### src/rtl/tdc_cal_pkg.sv
package tdc_cal_pkg;
  typedef enum logic [1:0] {
    MODE_BYP  = 2'b00,
    MODE_CAL  = 2'b01,
    MODE_RUN  = 2'b10,
    MODE_BYP2 = 2'b11
  } mode_e;

  typedef enum logic [1:0] {
    ST_IDLE,
    ST_COLLECT,
    ST_BUILD,
    ST_DONE
  } state_e;
endpackage

### src/rtl/tdc_cal_hist.sv
module tdc_cal_hist #(
  parameter int NUM_BINS      = 48,
  parameter int CODE_W        = 6,
  parameter int CNT_W         = 17,
  parameter int SAMPLE_TARGET = 50000,
  parameter int IDX_W         = 6,
  parameter int TOT_W         = 16
) (
  input  logic              clk_i,
  input  logic              rst_ni,
  input  logic              clear_i,
  input  logic              hit_i,
  input  logic [CODE_W-1:0] code_i,
  input  logic [CODE_W-1:0] rd_addr_i,
  input  logic [IDX_W-1:0]  bld_idx_i,
  output logic [CNT_W-1:0]  rd_data_o,
  output logic [CNT_W-1:0]  bld_cnt_o,
  output logic [CNT_W-1:0]  ovf_cnt_o,
  output logic              target_hit_o
);
  localparam logic [CNT_W-1:0]  CNT_MAX = '1;
  localparam logic [CODE_W:0]   NB_L    = (CODE_W+1)'(NUM_BINS);
  localparam logic [TOT_W-1:0]  TGT_L   = TOT_W'(SAMPLE_TARGET);

  logic [CNT_W-1:0]    cnt_q [NUM_BINS];
  logic [NUM_BINS-1:0] inc_en;
  logic [CNT_W-1:0]    ovf_q;
  logic [TOT_W-1:0]    total_q;
  logic                in_range, rd_in_range;

  assign in_range    = {1'b0, code_i} < NB_L;
  assign rd_in_range = {1'b0, rd_addr_i} < NB_L;

  for (genvar g_bin = 0; g_bin < NUM_BINS; g_bin++) begin : g_inc
    assign inc_en[g_bin] = hit_i && in_range && (code_i == CODE_W'(g_bin))
                           && (cnt_q[g_bin] != CNT_MAX);
  end

  always_ff @(posedge clk_i or negedge rst_ni) begin
    if (!rst_ni) begin
      for (int i = 0; i < NUM_BINS; i++) cnt_q[i] <= '0;
    end else if (clear_i) begin
      for (int i = 0; i < NUM_BINS; i++) cnt_q[i] <= '0;
    end else begin
      for (int i = 0; i < NUM_BINS; i++)
        if (inc_en[i]) cnt_q[i] <= cnt_q[i] + 1'b1;
    end
  end

  always_ff @(posedge clk_i or negedge rst_ni) begin
    if (!rst_ni) begin
      ovf_q   <= '0;
      total_q <= '0;
    end else if (clear_i) begin
      ovf_q   <= '0;
      total_q <= '0;
    end else if (hit_i) begin
      if (in_range)                total_q <= total_q + 1'b1;
      else if (ovf_q != CNT_MAX)   ovf_q   <= ovf_q + 1'b1;
    end
  end

  always_ff @(posedge clk_i or negedge rst_ni) begin
    if (!rst_ni)          rd_data_o <= '0;
    else if (rd_in_range) rd_data_o <= cnt_q[rd_addr_i[IDX_W-1:0]];
    else                  rd_data_o <= '0;
  end

  assign bld_cnt_o    = cnt_q[bld_idx_i];
  assign ovf_cnt_o    = ovf_q;
  assign target_hit_o = (total_q == TGT_L);

  AST_TOTAL_BOUND: assert property (@(posedge clk_i) disable iff (!rst_ni)
    total_q <= TGT_L);
  AST_NO_COUNT_AT_TARGET: assert property (@(posedge clk_i) disable iff (!rst_ni)
    (target_hit_o && !clear_i) |=> $stable(total_q));
  AST_OVF_SAT: assert property (@(posedge clk_i) disable iff (!rst_ni)
    (ovf_q == CNT_MAX && !clear_i) |=> ovf_q == CNT_MAX);
endmodule

### src/rtl/tdc_cal_lut.sv
module tdc_cal_lut #(
  parameter int NUM_BINS      = 48,
  parameter int CODE_W        = 6,
  parameter int CNT_W         = 17,
  parameter int SAMPLE_TARGET = 50000,
  parameter int FRAC_W        = 8,
  parameter int IDX_W         = 6,
  parameter int TOT_W         = 16,
  parameter int TIME_W        = 8
) (
  input  logic              clk_i,
  input  logic              rst_ni,
  input  logic              clear_i,
  input  logic              build_i,
  input  logic [CNT_W-1:0]  bin_cnt_i,
  output logic [IDX_W-1:0]  idx_o,
  output logic              done_o,
  input  logic              look_i,
  input  logic              use_lut_i,
  input  logic [CODE_W-1:0] code_i,
  output logic              time_valid_o,
  output logic [TIME_W-1:0] time_o
);
  localparam int               NUM_W   = TOT_W + 2 + FRAC_W;
  localparam int               DEN     = 2 * SAMPLE_TARGET;
  localparam logic [NUM_W-1:0] FMAX    = NUM_W'((1 << FRAC_W) - 1);
  localparam logic [IDX_W-1:0] LAST    = IDX_W'(NUM_BINS - 1);
  localparam logic [CODE_W:0]  NB_L    = (CODE_W+1)'(NUM_BINS);

  logic [FRAC_W-1:0] lut_q [NUM_BINS];
  logic              active_q, done_q;
  logic [IDX_W-1:0]  idx_q;
  logic [TOT_W-1:0]  cum_q;
  logic [NUM_W-1:0]  num, quot;
  logic [FRAC_W-1:0] centre;
  logic              in_range;

  // centre = (cum + cnt/2) / target, in 2^-FRAC_W units of a period
  assign num    = (NUM_W'({cum_q, 1'b0}) + NUM_W'(bin_cnt_i)) << FRAC_W;
  assign quot   = num / NUM_W'(DEN);
  assign centre = (quot > FMAX) ? FMAX[FRAC_W-1:0] : quot[FRAC_W-1:0];

  always_ff @(posedge clk_i or negedge rst_ni) begin
    if (!rst_ni) begin
      active_q <= 1'b0;
      done_q   <= 1'b0;
      idx_q    <= '0;
      cum_q    <= '0;
    end else if (clear_i) begin
      active_q <= 1'b0;
      done_q   <= 1'b0;
      idx_q    <= '0;
      cum_q    <= '0;
    end else if (build_i) begin
      active_q <= 1'b1;
      idx_q    <= '0;
      cum_q    <= '0;
    end else if (active_q) begin
      cum_q <= cum_q + TOT_W'(bin_cnt_i);
      if (idx_q == LAST) begin
        active_q <= 1'b0;
        done_q   <= 1'b1;
      end else begin
        idx_q <= idx_q + 1'b1;
      end
    end
  end

  always_ff @(posedge clk_i or negedge rst_ni) begin
    if (!rst_ni) begin
      for (int i = 0; i < NUM_BINS; i++) lut_q[i] <= '0;
    end else if (active_q && !clear_i) begin
      lut_q[idx_q] <= centre;
    end
  end

  assign in_range = {1'b0, code_i} < NB_L;

  always_ff @(posedge clk_i or negedge rst_ni) begin
    if (!rst_ni) begin
      time_valid_o <= 1'b0;
      time_o       <= '0;
    end else begin
      time_valid_o <= look_i;
      if (look_i) begin
        if (!use_lut_i)    time_o <= TIME_W'(code_i);
        else if (in_range) time_o <= TIME_W'(lut_q[code_i[IDX_W-1:0]]);
        else               time_o <= TIME_W'(FMAX);
      end
    end
  end

  assign idx_o  = idx_q;
  assign done_o = done_q;

  AST_LUT_MONO: assert property (@(posedge clk_i) disable iff (!rst_ni)
    (active_q && idx_q != '0) |-> centre >= lut_q[idx_q - 1'b1]);
  AST_DONE_AFTER_PASS: assert property (@(posedge clk_i) disable iff (!rst_ni)
    $rose(done_q) |-> $past(active_q && idx_q == LAST));
endmodule

### src/rtl/tdc_bin_cal.sv
module tdc_bin_cal
  import tdc_cal_pkg::*;
#(
  parameter int NUM_BINS      = 48,
  parameter int CODE_W        = 6,
  parameter int CNT_W         = 17,
  parameter int SAMPLE_TARGET = 50000,
  parameter int FRAC_W        = 8
) (
  input  logic              clk_i,
  input  logic              rst_ni,
  input  logic              start_i,
  input  logic [1:0]        mode_i,
  input  logic              code_valid_i,
  input  logic [CODE_W-1:0] code_i,
  input  logic [CODE_W-1:0] hist_addr_i,
  output logic              time_valid_o,
  output logic [((FRAC_W > CODE_W) ? FRAC_W : CODE_W)-1:0] time_o,
  output logic              cal_done_o,
  output logic [CNT_W-1:0]  hist_data_o,
  output logic [CNT_W-1:0]  ovf_count_o
);
  localparam int IDX_W  = (NUM_BINS > 1) ? $clog2(NUM_BINS) : 1;
  localparam int TOT_W  = $clog2(SAMPLE_TARGET + 1);
  localparam int TIME_W = (FRAC_W > CODE_W) ? FRAC_W : CODE_W;

  state_e           state_q;
  mode_e            mode;
  logic             accept, target_hit, build_go, bld_done, look;
  logic [IDX_W-1:0] bld_idx;
  logic [CNT_W-1:0] bld_cnt;

  assign mode     = mode_e'(mode_i);
  assign accept   = (state_q == ST_COLLECT) && !target_hit && code_valid_i
                    && (mode == MODE_CAL) && !start_i;
  assign build_go = (state_q == ST_COLLECT) && target_hit && !start_i;
  assign look     = code_valid_i && (mode != MODE_CAL);

  always_ff @(posedge clk_i or negedge rst_ni) begin
    if (!rst_ni)      state_q <= ST_IDLE;
    else if (start_i) state_q <= ST_COLLECT;
    else begin
      case (state_q)
        ST_COLLECT: if (target_hit) state_q <= ST_BUILD;
        ST_BUILD:   if (bld_done)   state_q <= ST_DONE;
        default:    state_q <= state_q;
      endcase
    end
  end

  tdc_cal_hist #(
    .NUM_BINS(NUM_BINS), .CODE_W(CODE_W), .CNT_W(CNT_W),
    .SAMPLE_TARGET(SAMPLE_TARGET), .IDX_W(IDX_W), .TOT_W(TOT_W)
  ) u_hist (
    .clk_i        (clk_i),
    .rst_ni       (rst_ni),
    .clear_i      (start_i),
    .hit_i        (accept),
    .code_i       (code_i),
    .rd_addr_i    (hist_addr_i),
    .bld_idx_i    (bld_idx),
    .rd_data_o    (hist_data_o),
    .bld_cnt_o    (bld_cnt),
    .ovf_cnt_o    (ovf_count_o),
    .target_hit_o (target_hit)
  );

  tdc_cal_lut #(
    .NUM_BINS(NUM_BINS), .CODE_W(CODE_W), .CNT_W(CNT_W),
    .SAMPLE_TARGET(SAMPLE_TARGET), .FRAC_W(FRAC_W), .IDX_W(IDX_W),
    .TOT_W(TOT_W), .TIME_W(TIME_W)
  ) u_lut (
    .clk_i        (clk_i),
    .rst_ni       (rst_ni),
    .clear_i      (start_i),
    .build_i      (build_go),
    .bin_cnt_i    (bld_cnt),
    .idx_o        (bld_idx),
    .done_o       (bld_done),
    .look_i       (look),
    .use_lut_i    (bld_done && (mode == MODE_RUN)),
    .code_i       (code_i),
    .time_valid_o (time_valid_o),
    .time_o       (time_o)
  );

  assign cal_done_o = bld_done;

  AST_NO_TIME_IN_CAL: assert property (@(posedge clk_i) disable iff (!rst_ni)
    (code_valid_i && mode == MODE_CAL) |=> !time_valid_o);
  AST_LOOKUP_LAT: assert property (@(posedge clk_i) disable iff (!rst_ni)
    look |=> time_valid_o);
  AST_START_CLR: assert property (@(posedge clk_i) disable iff (!rst_ni)
    start_i |=> !cal_done_o);
  AST_DONE_AT_TARGET: assert property (@(posedge clk_i) disable iff (!rst_ni)
    $rose(cal_done_o) |-> state_q == ST_BUILD);
endmodule

### config.mk
export PLATFORM = sky130hd
export DESIGN_NAME = tdc_bin_cal
export DESIGN_NICKNAME = d
export VERILOG_FILES = /design/src/rtl/tdc_cal_pkg.sv /design/src/rtl/tdc_cal_hist.sv /design/src/rtl/tdc_cal_lut.sv /design/src/rtl/tdc_bin_cal.sv
export SDC_FILE = /design/constraint.sdc
export NUM_CORES = 2
export LEC_CHECK = 0
export ABC_CLOCK_PERIOD_IN_PS = 14200
export BUFFER_PORTS_ARGS = -buffer_cell sky130_fd_sc_hd__buf_2
export CORE_ASPECT_RATIO = 1.4
export CORE_MARGIN = 10
export CORE_UTILIZATION = 54
export DETAILED_ROUTE_END_ITERATION = 8
export GPL_ROUTABILITY_DRIVEN = 0
export PLACE_DENSITY = 0.72
export REMOVE_ABC_BUFFERS = 1
export SETUP_SLACK_MARGIN = 0.15
export SLEW_MARGIN = 30
export SYNTH_ARGS = -nofsm -noshare
export SYNTH_HDL_FRONTEND = slang
export SYNTH_HIERARCHICAL = 1
export SYNTH_SLANG_ARGS = --single-unit
### constraint.sdc
create_clock -name clk_i -period 14.2 [get_ports clk_i]
set_clock_uncertainty 0.05 [all_clocks]
set_input_delay 0.71 -clock clk_i [delete_from_list [all_inputs] [get_ports clk_i]]
set_output_delay 0.71 -clock clk_i [all_outputs]
set_load 0.1 [all_outputs]
==> run_results.csv <==
group,metric,value,unit
sta,min_period,13.82,ns
sta,clock.fmax,72.4,MHz
critical_path,crit_buf_inv,9,
synthesis,synth.largest_area_cell,"dfrtp_1",
floorplanning,ios,62,
clock_network,clkSinkCount,1285,
critical_path,r2r_slack,0.38,ns
placed_design,dpl_worst_slack,-0.728,ns
pwr,power,7.79,mW
critical_path,cp-end-kind,"flip-flop",
synthesis,synth_cells,8082,
critical_path,start_kind,"flip-flop",
pwr,power_leakage,36.6,nW
clock_network,h-tree-depth,4,
worst_hold_path,holdCritPathClass,"input port to flip-flop",
critical_path,max_stage_delay,0.54,ns
grt,antenna_found_initial,13,
critical_path,reg2regPathDepth,61,
sta,worst_pin_slew,1.08,ns
critical_path,critical-path-top-delay-family,"compound AO/OA/AOI/OAI gates",
grt,grt_pass1_wl,412,mm
critical_path,slowest_stage,"or4_4",
flow_run,maxCapViolCount,0,
sta,fin_ws,0.381,ns
critical_path,worstSetupPathType,"flip-flop to flip-flop",
critical_path,cp-startpoint,"u_lut/idx_o[0]$_DFFE_PN0P_",
cells_and_area,syn2layout_area_growth,12.1,%
synthesis,ys_seq_area_frac,0.395,
placed_design,port_buffers,61,
sta,slew_headroom,0.276,
synthesis,ys.flop_type,"dfrtp_1",
sta,slew_violations,0,
clock_network,root_buffer,"clkbuf_16",
grt,grt_max_degree,182,
synthesis,synthTopCellsByArea,"dfrtp_1, mux4_2, nor2_1",
clock_network,cts_buffers,134,
synthesis,async_reset_ff_frac,1.00,
pwr,peakVddDrop,118,uV
critical_path,r2r-end,"u_lut/lut_q[16]$_DFFE_PN0P_",
synthesis,syn_avg_cell_area,10.1,um^2
synthesis,yosysWarnings,6,
synthesis,synth_cell_types,137,
floorplanning,rows,168,
drt,final_antenna_net_count,0,
synthesis,synth_edf_count,0,
sta,setup_viol,0,
cells_and_area,multiInputGateArea,48100,um^2
floorplanning,die_area,167000,um^2
placed_design,hpwl,190,mm
drt,drtIter0Drc,8733,
floorplanning,core,150000,um^2
critical_path,cp.required,14.79,ns
floorplanning,die_h,479,um
drt,wl,272,mm
cells_and_area,fin_nets,8268,
critical_path,crit_path_max_fanout,12,
cells_and_area,drive_gt1_frac,0.182,
drt,drc,5,
clock_network,clock_path_buffers,3,
critical_path,path_depth,61,
drt,vias_per_cell,6.82,
synthesis,synth_top_area_share,0.395,
floorplanning,dieWidth,348,um
grt,overflow,0,
drt,vias,69342,
drt,drtPass1Iterations,9,
floorplanning,initial_core_util,0.543,
sta,min_period_over_period,0.973,
critical_path,endpoint,"u_lut/lut_q[16]$_DFFE_PN0P_",
critical_path,cp.arrival,14.41,ns
drt,wire_per_inst,26.8,um
pwr,cellPowerDensity,85.5,nW/um^2
cells_and_area,n_fill_cell,12021,
clock_network,clk-insertion-delay-late,0.81,ns
clock_network,cts_tree,"built",
synthesis,ys_top_cells_by_count,"dfrtp_1, nor2_1, nand2_1",
critical_path,timing.rr.start,"u_lut/idx_o[0]$_DFFE_PN0P_",
critical_path,path_common_cell,"buf_4",
clock_network,clk_pin_slew,0.06,ns
sta,finalHoldViolCount,0,
outcome,status,"finished, violations left",
outcome,violations,"DRC",
synthesis,ys_ff_latch,1285,
grt,grt_pass1_vias,67983,
synthesis,yosysMostFrequentCell,"dfrtp_1",
grt,track_usage,0.319,
synthesis,netlist_area,81400,um^2
cells_and_area,seq_area,32200,um^2
## worst min-delay path by stage
stage,from,to,depth (start not counted)
final,hist_addr_i[5],u_hist/rd_data_o[9]$_DFF_PN0_,4
after global routing,mode_i[0],u_lut/time_valid_o$_DFF_PN0_,3
after CTS,hist_addr_i[5],u_hist/rd_data_o[9]$_DFF_PN0_,4
after detailed placement,u_lut/lut_q[289]$_DFFE_PN0P_,u_lut/lut_q[289]$_DFFE_PN0P_,2
after global placement,u_lut/lut_q[163]$_DFFE_PN0P_,u_lut/lut_q[163]$_DFFE_PN0P_,2
after floorplan,rst_ni,state_q[0]$_DFFE_PN0P_,0
## registers in the layout, indices dropped and copies added (netlist names), 6 cells and up
register and flops:
u_hist/cnt_q 816, u_hist/ovf_cnt_o 17, u_hist/rd_data_o 17, u_hist/total_q 16, u_lut/cum_q 16, u_lut/idx_o 6
u_lut/lut_q 384, u_lut/time_o 8
## logic make-up after synthesis
logic type | count (synthesis) | synth area share
adder cells (fa/ha/maj) | 141 | 0.0218
buffers and inverters | 592 | 0.0297
flip-flops | 1285 | 0.395
AND/OR/NAND/NOR | 3258 | 0.199
multiplexers | 735 | 0.168
AO/OA/AOI/OAI | 1346 | 0.107
XOR/XNOR | 725 | 0.0789
## cell type report
type / instances / area share
repair buffers: 381 / 0.0376
multi-input cells: 6206 / 0.527
clock buffers: 181 / 0.0422
flip-flops and latches: 1285 / 0.353
inverters: 104 / 0.00431
well taps: 1955 / 0.0268
diodes: 4 / 0.000110
clock inverters: 56 / 0.00892
## cells in the final DEF (no fill, tap or decap), drive strengths merged, types with 19 or more instances in the layout
cell	n
and4	93
clkinv	25
and2	44
nand2	713
o21ai	398
nor3b	36
o22ai	39
nor3	171
a22o	19
or2	20
o21a	29
a21oi	394
a41oi	49
a211oi	36
nor4	93
xnor2	320
a21o	23
and3	110
ha	136
xor2	404
o31ai	41
a221oi	35
inv	111
a22oi	109
nand3	303
mux4	501
or3	135
a31oi	20
nand4b	23
clkbuf	188
mux2i	220
nor2b	27
nor2	1152
nand4	208
buf	372
dfrtp	1285
nand2b	27
o211ai	39
## worst register-to-register path, delay by kind of cell, from the launching register on
family | cells | cell delay, ns
simple gates | 16 | 3.72
flops | 1 | 0.51
buf+inv | 9 | 1.49
mux | 4 | 1.17
xor+xnor | 2 | 0.27
fa+ha+maj | 4 | 1.11
compound gates | 26 | 5.36
## metrics by stage
stage	setup TNS (ns)	instances	cell area [um^2]	utilization	hold WS, ns
after floorplan	-1398.15	7594	79400	-	0.364
after global placement	-33.15	9831	84200	0.562	0.406
after detailed placement	-52.99	9835	84400	0.563	0.416
after CTS	0	10099	89700	0.598	0.235
after global routing	-0.0415	10168	91200	0.609	0.283
final	0	10172	91200	0.609	0.276
## layer usage
| layer | vias up | track usage | part of all wire |
|---|---|---|---|
| li1 | 29742 | - | - |
| met1 | 34477 | 0.361 | 0.34 |
| met2 | 3926 | 0.506 | 0.47 |
| met3 | 1185 | 0.0776 | 0.091 |
| met4 | 12 | 0.271 | 0.10 |
| met5 | - | 0.000575 | 0.00028 |
## power by group
| group | internal [mW] | switching, mW | leakage (nW) |
|---|---|---|---|
| clock | 2.22 | 1.55 | 2.28 |
| combinational | 0.0795 | 0.276 | 16.4 |
| sequential | 3.67 | 0.00325 | 17.9 |
| total | 5.96 | 1.83 | 36.6 |
## timing repair
action,4_1_cts,5_1_grt
hold endpoints to repair,112,0
cloned,3,6
resized for setup,72,140
hold buffers,1,0
buffers inserted,23,56
pin swaps,18,48
setup endpoints to repair,96,96
(Power assumes the default switching activity.)
